### src/rtl/rlx_pkg.sv
`timescale 1ns/1ps
package rlx_pkg;
  typedef enum logic [1:0] {
    ST_IDLE   = 2'd0,
    ST_GATHER = 2'd1,
    ST_EMIT   = 2'd2,
    ST_DONE   = 2'd3
  } rlx_state_e;
endpackage

### src/rtl/rlx_rec_gather.sv
`timescale 1ns/1ps
// Collects the group bytes of one record; flags the repeat byte.
module rlx_rec_gather #(
  parameter int GRP_W   = 8,
  parameter int NUM_GRP = 3
) (
  input  logic                     clk,
  input  logic                     rst_n,
  input  logic                     clr_i,
  input  logic                     take_i,
  input  logic [GRP_W-1:0]         byte_i,
  input  logic                     eos_i,
  output logic [NUM_GRP*GRP_W-1:0] grp_o,
  output logic                     rec_end_o,
  output logic                     eos_q_o
);
  localparam int IDX_W = $clog2(NUM_GRP + 1);
  localparam logic [IDX_W-1:0] REP_SLOT = IDX_W'(NUM_GRP);

  logic [IDX_W-1:0] idx_q, idx_d;
  logic             eos_q, eos_d;

  assign rec_end_o = take_i && (idx_q == REP_SLOT);

  always_comb begin
    idx_d = idx_q;
    if (clr_i) begin
      idx_d = '0;
    end else if (take_i) begin
      idx_d = (idx_q == REP_SLOT) ? '0 : idx_q + 1'b1;
    end
  end

  always_comb begin
    eos_d = eos_q;
    if (clr_i) begin
      eos_d = 1'b0;
    end else if (rec_end_o) begin
      eos_d = eos_i;
    end
  end

  always_ff @(posedge clk or negedge rst_n) begin
    if (!rst_n) begin
      idx_q <= '0;
      eos_q <= 1'b0;
    end else begin
      idx_q <= idx_d;
      eos_q <= eos_d;
    end
  end

  for (genvar g = 0; g < NUM_GRP; g++) begin : g_slot
    localparam logic [IDX_W-1:0] SLOT = IDX_W'(g);
    logic             slot_en;
    logic [GRP_W-1:0] slot_q;
    assign slot_en = take_i && !clr_i && (idx_q == SLOT);
    always_ff @(posedge clk or negedge rst_n) begin
      if (!rst_n) begin
        slot_q <= '0;
      end else if (slot_en) begin
        slot_q <= byte_i;
      end
    end
    assign grp_o[g*GRP_W +: GRP_W] = slot_q;
  end

  assign eos_q_o = eos_q;
endmodule

### src/rtl/rlx_run_ctr.sv
`timescale 1ns/1ps
// Run length, remaining budget and written count.
module rlx_run_ctr #(
  parameter int CNT_W = 16,
  parameter int REP_W = 8
) (
  input  logic             clk,
  input  logic             rst_n,
  input  logic             load_budget_i,
  input  logic [CNT_W-1:0] budget_i,
  input  logic             load_rec_i,
  input  logic [REP_W-1:0] rep_i,
  input  logic             fire_i,
  output logic [CNT_W-1:0] written_o,
  output logic             last_rep_o,
  output logic             budget_last_o
);
  localparam int RUN_W = REP_W + 1;
  localparam int CMP_W = (CNT_W > RUN_W) ? CNT_W : RUN_W;

  logic [CNT_W-1:0] remain_q, remain_d;
  logic [CNT_W-1:0] written_q, written_d;
  logic [RUN_W-1:0] reps_q, reps_d;
  logic [RUN_W-1:0] run_len;
  logic             clamp;

  assign run_len = {1'b0, rep_i} + 1'b1;
  assign clamp   = CMP_W'(run_len) > CMP_W'(remain_q);

  always_comb begin
    remain_d  = remain_q;
    written_d = written_q;
    reps_d    = reps_q;
    if (load_budget_i) begin
      remain_d  = budget_i;
      written_d = '0;
      reps_d    = '0;
    end else if (load_rec_i) begin
      reps_d = clamp ? RUN_W'(remain_q) : run_len;
    end else if (fire_i) begin
      reps_d    = reps_q - 1'b1;
      remain_d  = remain_q - 1'b1;
      written_d = written_q + 1'b1;
    end
  end

  always_ff @(posedge clk or negedge rst_n) begin
    if (!rst_n) begin
      remain_q  <= '0;
      written_q <= '0;
      reps_q    <= '0;
    end else begin
      remain_q  <= remain_d;
      written_q <= written_d;
      reps_q    <= reps_d;
    end
  end

  assign written_o     = written_q;
  assign last_rep_o    = (reps_q == RUN_W'(1));
  assign budget_last_o = (remain_q == CNT_W'(1));
endmodule

### src/rtl/rlx_seq_fsm.sv
`timescale 1ns/1ps
// Session sequencer: gather a record, emit its run, finish.
module rlx_seq_fsm
  import rlx_pkg::*;
(
  input  logic clk,
  input  logic rst_n,
  input  logic start_i,
  input  logic budget_zero_i,
  input  logic rec_end_i,
  input  logic fire_i,
  input  logic last_rep_i,
  input  logic budget_last_i,
  input  logic eos_i,
  output logic gather_o,
  output logic emit_o,
  output logic done_o
);
  rlx_state_e st_q, st_d;

  always_comb begin
    st_d = st_q;
    if (start_i) begin
      st_d = budget_zero_i ? ST_DONE : ST_GATHER;
    end else begin
      case (st_q)
        ST_GATHER: if (rec_end_i) st_d = ST_EMIT;
        ST_EMIT: begin
          if (fire_i && last_rep_i) begin
            st_d = (budget_last_i || eos_i) ? ST_DONE : ST_GATHER;
          end
        end
        default: ;
      endcase
    end
  end

  always_ff @(posedge clk or negedge rst_n) begin
    if (!rst_n) begin
      st_q <= ST_IDLE;
    end else begin
      st_q <= st_d;
    end
  end

  assign gather_o = (st_q == ST_GATHER);
  assign emit_o   = (st_q == ST_EMIT);
  assign done_o   = (st_q == ST_DONE);
endmodule

### src/rtl/rlx_expander.sv
`timescale 1ns/1ps
// Run-length sample expander top.
module rlx_expander #(
  parameter int CNT_W   = 16,
  parameter int GRP_W   = 8,
  parameter int NUM_GRP = 3
) (
  input  logic                         clk,
  input  logic                         rst_n,
  input  logic                         start_i,
  input  logic [CNT_W-1:0]             budget_i,
  input  logic                         in_valid_i,
  output logic                         in_ready_o,
  input  logic [GRP_W-1:0]             in_data_i,
  input  logic                         in_last_i,
  output logic                         out_valid_o,
  input  logic                         out_ready_i,
  output logic [(NUM_GRP+1)*GRP_W-1:0] out_data_o,
  output logic                         done_o,
  output logic [CNT_W-1:0]             written_o
);
  localparam int PAY_W = NUM_GRP * GRP_W;

  logic             gather, emit, take, fire, rec_end, eos_q;
  logic             last_rep, budget_last;
  logic [PAY_W-1:0] grp;

  assign take = in_valid_i && gather;
  assign fire = emit && out_ready_i;

  rlx_rec_gather #(.GRP_W(GRP_W), .NUM_GRP(NUM_GRP)) u_gather (
    .clk       (clk),
    .rst_n     (rst_n),
    .clr_i     (start_i),
    .take_i    (take),
    .byte_i    (in_data_i),
    .eos_i     (in_last_i),
    .grp_o     (grp),
    .rec_end_o (rec_end),
    .eos_q_o   (eos_q)
  );

  rlx_run_ctr #(.CNT_W(CNT_W), .REP_W(GRP_W)) u_run (
    .clk           (clk),
    .rst_n         (rst_n),
    .load_budget_i (start_i),
    .budget_i      (budget_i),
    .load_rec_i    (rec_end),
    .rep_i         (in_data_i),
    .fire_i        (fire),
    .written_o     (written_o),
    .last_rep_o    (last_rep),
    .budget_last_o (budget_last)
  );

  rlx_seq_fsm u_fsm (
    .clk           (clk),
    .rst_n         (rst_n),
    .start_i       (start_i),
    .budget_zero_i (budget_i == '0),
    .rec_end_i     (rec_end),
    .fire_i        (fire),
    .last_rep_i    (last_rep),
    .budget_last_i (budget_last),
    .eos_i         (eos_q),
    .gather_o      (gather),
    .emit_o        (emit),
    .done_o        (done_o)
  );

  assign in_ready_o  = gather;
  assign out_valid_o = emit;
  assign out_data_o  = {{GRP_W{1'b0}}, grp};
endmodule

### config.mk
export PLATFORM = sky130hd
export DESIGN_NAME = rlx_expander
export DESIGN_NICKNAME = d
export VERILOG_FILES = /design/src/rtl/rlx_pkg.sv /design/src/rtl/rlx_rec_gather.sv /design/src/rtl/rlx_run_ctr.sv /design/src/rtl/rlx_seq_fsm.sv /design/src/rtl/rlx_expander.sv
export SDC_FILE = /design/constraint.sdc
export NUM_CORES = 1
export LEC_CHECK = 0
export ABC_AREA = 1
export BUFFER_PORTS_ARGS = -buffer_cell sky130_fd_sc_hd__buf_4
export CORE_MARGIN = 10
export CORE_UTILIZATION = 60
export DETAILED_ROUTE_END_ITERATION = 8
export PLACE_DENSITY = 0.9
export RECOVER_POWER = 25
export REMOVE_ABC_BUFFERS = 1
export SETUP_SLACK_MARGIN = 0.02
export SLEW_MARGIN = 10
export SYNTH_ARGS = -nofsm -noshare
export SYNTH_HDL_FRONTEND = slang
export SYNTH_SLANG_ARGS = --single-unit
### constraint.sdc
create_clock -name clk -period 4.5 [get_ports clk]
set_input_delay 0.675 -clock clk [delete_from_list [all_inputs] [get_ports clk]]
set_output_delay 0.675 -clock clk [all_outputs]
set_load 0.005 [all_outputs]
# == Word-level counts from Yosys, hierarchy flattened ==
# Index checks and enable logic that the tools add are counted.
# classes
addsub,5
n_lt_le_gt_ge,1
eq_ne,11
n_mux,21
reduce_logical,19
# ops
operator,count
$mux 16,6
$mux 9,4
$add 16x1->16 const B,1
$eq 16x1->1 const B,1
$gt 9x16->1,1
$logic_not 16->1,1
$mux 2,8
$sub 16x1->16 const B,1
$add 8x1->9 const B,1
$eq 9x1->1 const B,1
$sub 9x1->9 const B,1
$eq 2x2->1 const B,4
$logic_and 1x1->1,8
$ne 3x2->1 const B,2
$reduce_bool 2->1,3
$reduce_bool 3->1,2
$eq 2x1->1 const B,2
$pmux 2 s2,1
$reduce_and 3->1,1
$add 2x1->2 const B,1
$logic_not 2->1,1
$mux 1,2
$ne 2x2->1 const B,1
$reduce_and 2->1,1
2 further kinds,2
# word_totals
register_bits,70
input_bits,30
out_inout_bits,51
word_cells,66

# == Logic depth before layout (Yosys ltp) ==
# logic_depth
ltp_word,6
mapped_depth,19
ltp_nobuf,19

# == Hierarchy ==
# From an unflattened synthesis, not the netlist that was laid out.
# unflattened
cells_unflattened,605
hier_area_um2,4548.1
# by_module_without_submodules
mod,instances,cells_each,area_per_inst_um2,seq_area_each_um2
rlx_run_ctr,1,410,3007.9,1026.0
rlx_rec_gather,1,131,1206.2,675.6
rlx_expander,1,40,182.7,0.0
rlx_seq_fsm,1,24,151.4,50.0

# == Least setup slack after synthesis ==
# No wires, ideal clock.
# synth_path
kind,in2reg
start,input in_data_i[0]
end,register u_run.reps_q[3]
setup_time_ns,0.117
arrival_time_ns,2.502
path_slack_ns,1.881
path_stages,19
cell_sequence,ha_1 nand2_1 nor2_1 nand3_1 xor2_1 inv_1 ha_1 nand2_1 inv_1 nand2_1 nand2_1 nand2_1 nand3_1 nand2_2 nand2_1 nand3_1 nand2_1 nand2_1 nand2_1
# synth_via
elab_chain_len,5
# synth_rtl
item,line,rtl
start: declaration,rlx_expander.sv:14,"input logic [GRP_W-1:0] in_data_i,"
$add 8x1->9 (*),rlx_run_ctr.sv:27,"assign run_len = {1'b0, rep_i} + 1'b1;"
$gt 9x16->1,rlx_run_ctr.sv:28,assign clamp = CMP_W'(run_len) > CMP_W'(remain_q);
$mux 9 (*),rlx_run_ctr.sv:39,reps_d = clamp ? RUN_W'(remain_q) : run_len;
$mux 9 (*),rlx_run_ctr.sv:38,end else if (load_rec_i) begin
$mux 9 (*),rlx_run_ctr.sv:34,if (load_budget_i) begin
end signal: assignment,rlx_run_ctr.sv:55,reps_q <= reps_d;
end: declaration,rlx_run_ctr.sv:23,"logic [RUN_W-1:0] reps_q, reps_d;"
# Every way passes the cells marked *; elsewhere a longest branch is shown, timed or not.
# A chain may end at the register's enable or synchronous reset.

# == Worst setup path in the final report ==
# layout_path
start,input in_data_i[0]
end,register u_run.reps_q[4]
# The elaborated chain is that of the path after synthesis.

==> metrics.md <==
| Metric | Value |
|---|---|
| RSZ-0062 raised after global routing | `false` |
| DIE WIDTH | `between 100 and 150 microns` |
| Worst-path clk slew | `0.07 ns` |
| Clock Latency Late Sink | `0.35 ns` |
| WP data arrival | `3.01 ns` |
| Ant. Diodes | `0` |
| Fin crit share | `about three fifths` |
| Setup TNS | `0 ns` |
| Average size of a mapped cell | `7.45 sq um` |
| Most used cell, CP | `nand2_1` |
| Vias in the first global route | `around 4,300` |
| Final instance area | `about 5000 sq um` |
| Commonest cells post-synth | `nand2_1, inv_1, dfrtp_1` |
| Tot Pwr | `1.72 mW` |
| Setup Fix Bufs, Post-CTS | `0` |
| Drt pass-1 iters | `5` |
| Worst slew pin tran | `about 1.7 ns` |
| Largest buffer count on any clock path | `2` |
| I/O Buffers | `72` |
| Required @ worst endpoint | `between 4 and 5 ns` |
| Final Hold Slack | `0.487 ns` |
| Slew Limit Fails | `71` |
| Crit path cell chain | `buf_4, ha_1, nand2_1, nor2_1, nand3_1, xor2_1, inv_1, ha_1, nand2_1, nor2_1, nand2_1, nand2_1, clkinv_1, nand2_2, nand2_1, nand3_1, nand2_1, nand2_1, nand2_1` |
| DRC | `0` |
| Status | `finished with violations` |
| Top cells by area, synth | `dfrtp_1, nand2_1, nand3_1, inv_1, ha_1` |
| Die extent in y | `~100 microns` |
| Seq cells post-synth | `70` |
| Drt via density | `around 5.7` |
| PostCTS Resize Cnt | `0` |
| H-tree depth | `3` |
| Dominant cell by count in the synthesized netlist | `nand2_1` |
| Switch share | `32.4%` |
| Yosys top cell area share | `41.0%` |
| Root Driver | `clkbuf_8` |
| Final hold vios | `0` |
| Final GP Congestion | `slightly above 0.9` |
| Cell taking the most area after synthesis | `dfrtp_1` |
| CTS tree | `built` |
| Cell count after synthesis | `573` |
| Maximum fanout along the worst path | `10` |
| Detailed Route Iter0 Violations | `265` |
| Global-route wire length before repair | `19,100 microns` |
| P_leak | `~2.6 nW` |
| CTS buffer count | `9` |
| Worst Path Buf+Inv | `3` |
| Overall die area | `~11,000 sq um` |
| CTS Hold Bufs | `0` |
| Cell family with most CP delay | `simple AND/OR/NAND/NOR gates` |
| Post-synth EDFFs | `0` |
| Post-Route WL | `11,200 microns` |
| Sequential power share | `45.3%` |
| Critical Path Slowest Stage Cell | `ha_1` |
| Syn-to-layout area delta | `17.6%` |
| Initial antenna violation count | `0` |
| GR Overflow Total | `0` |
| GR Util All Layers | `20.5%` |
| Worst hold path type | `flip-flop to flip-flop` |
| Largest stage delay, worst path | `~0.27 ns` |
| FP Rows | `30` |
| Largest net degree at the start of global routing | `between 70 and 80` |
| Fmax | `~360 MHz` |
| Pint | `1.16 mW` |
| Clock group share of total power | `29.5%` |
| NetSw | `558 uW` |
| Vias | `around 4,300` |
| Synthesized cell area | `4270 sq um` |
| Failing checks | `max-capacitance violations, max-slew violations` |
| CP endpoint kind | `flip-flop` |
| Logic gate share of total power | `25.2%` |
| Initial Util | `62.1%` |
| DP Area | `~4800 sq um` |
| Critical path class | `input port to flip-flop` |
| Distinct cells, synth | `40` |
| I/O pin count | `81` |
| CP startpoint kind | `input port` |
| Detailed Place HPWL | `approximately 8600 microns` |
| Pwr dens | `343 nW/um^2` |
| Detail Route Antenna Nets | `0` |
| # clock sinks | `70` |
| Setup violators final | `0` |
| Clock Skew | `between 0.006 and 0.007 ns` |
| Min Tclk post-route | `2.76 ns` |
| Synth async-reset ratio | `100%` |
| Final nets | `a little under 700` |
| Synth warnings | `0` |
| VDD IR max | `233 uV` |
| Routed WL per cell | `15.1 microns` |
| Most used flip-flop cell after synthesis | `dfrtp_1` |
| Slew HR | `-13.9%` |
| Post-synthesis sequential area ratio | `41.0%` |
| Core footprint | `between 6000 and 7000 sq um` |
| Max-cap viol count | `1` |
| Fraction of layout cells with a size suffix above 1 | `between 10% and 20%` |
==> area by class of cell <==
class	instances	area [sq um]
Inverter	76	285
Multi-Input combinational cell	416	2140
Sequential cell	70	1750
Clock buffer	11	141
Timing Repair Buffer	72	538
Tap cell	96	120
Fill cell	562	1850
Clock inverter	4	47.5
==> final timing paths <==
kind,to,cells past startpoint,start,slack [ns]
worst max-delay path,u_run.reps_q[4],19,in_data_i[0],1.74
worst min-delay path,u_gather.g_slot[2].slot_q[6],2,u_gather.g_slot[2].slot_q[6],0.49
worst max register to register,u_run.reps_q[4],13,u_run.remain_q[8],2.33
worst min register to register,u_gather.g_slot[2].slot_q[6],2,u_gather.g_slot[2].slot_q[6],0.49
max in group asynchronous,u_gather.idx_q[0],1,rst_n,2.73
min in group asynchronous,u_gather.g_slot[1].slot_q[2],1,rst_n,0.77
==> worst register-to-register path: stages, from the launching register on <==
cell and delay [ns]:
dfrtp_1 0.40, inv_1 0.14, ha_1 0.33, nand3_1 0.08, nor2_1 0.15, nand2_1 0.08, nand2_1 0.07, clkinv_1 0.21
nand2_2 0.25, nand2_1 0.09, nand3_1 0.09, nand2_1 0.06, nand2_1 0.06, nand2_1 0.05
==> sequential cells by signal, indices dropped and copies added, names as in the netlist <==
name,flops
u_gather.idx_q,2
u_run.reps_q,9
u_gather.eos_q_o,1
u_fsm.st_q,2
u_gather.g_slot.slot_q,24
u_run.remain_q,16
u_run.written_o,16
==> routing by layer <==
layer | GRT usage, % | wire [microns]
met1 | 24.3 | 4760
met2 | 33.8 | 5310
met3 | 6.26 | 895
met4 | 8.25 | 273
met5 | 0 | 0
==> through the flow <==
| step | cells | util, % | setup slack (ns) |
|---|---|---|---|
| global placement | 730 | 70.4 | 1.62 |
| global route | 745 | 73.1 | 1.42 |
| finish | 745 | 73.1 | 1.74 |
| floorplan | 562 | - | 1.88 |
| CTS | 745 | 73.1 | 1.78 |
| detailed placement | 730 | 70.4 | 1.42 |
==> cell usage in the layout (no fill, tap or decap), types with 2 or more instances in the layout <==
cell / instances
nand2_1: 151
inv_1: 72
buf_4: 71
dfrtp_1: 70
nand3_1: 55
o21ai_0: 45
nor2_1: 42
a21oi_1: 22
ha_1: 19
nand4_1: 15
clkbuf_8: 10
nor3_1: 9
xor2_1: 8
conb_1: 8
o211ai_1: 5
nor2_2: 4
nor4_1: 4
nand2_2: 3
o31ai_1: 3
o221ai_1: 3
nor2_4: 2
inv_2: 2
clkinv_1: 2
nand3b_1: 2
a32o_1: 2
a31oi_1: 2
clkinv_2: 2
==> power by group through the flow <==
stage	clock (mW)	sequential (mW)	combinational, mW
floorplan	0	0.782	0.242
global placement	0	0.786	0.413
detailed placement	0	0.790	0.434
CTS	0.504	0.779	0.435
global route	0.537	0.791	0.494
finish	0.508	0.781	0.434
==> cells by family (layout without fill, tap and decap cells) <==
logic type	after synthesis	after routing	share of synthesized area [%]
other	1	8	0.0878
buffers and inverters	94	163	9.55
AND/OR/NAND/NOR	294	294	30.5
multiplexers	1	1	0.234
adder cells (fa/ha/maj)	19	19	5.57
XOR/XNOR	9	9	1.85
flip-flops	70	70	41.0
AO/OA/AOI/OAI	85	85	11.2
Power figures use the tool's default switching activity.
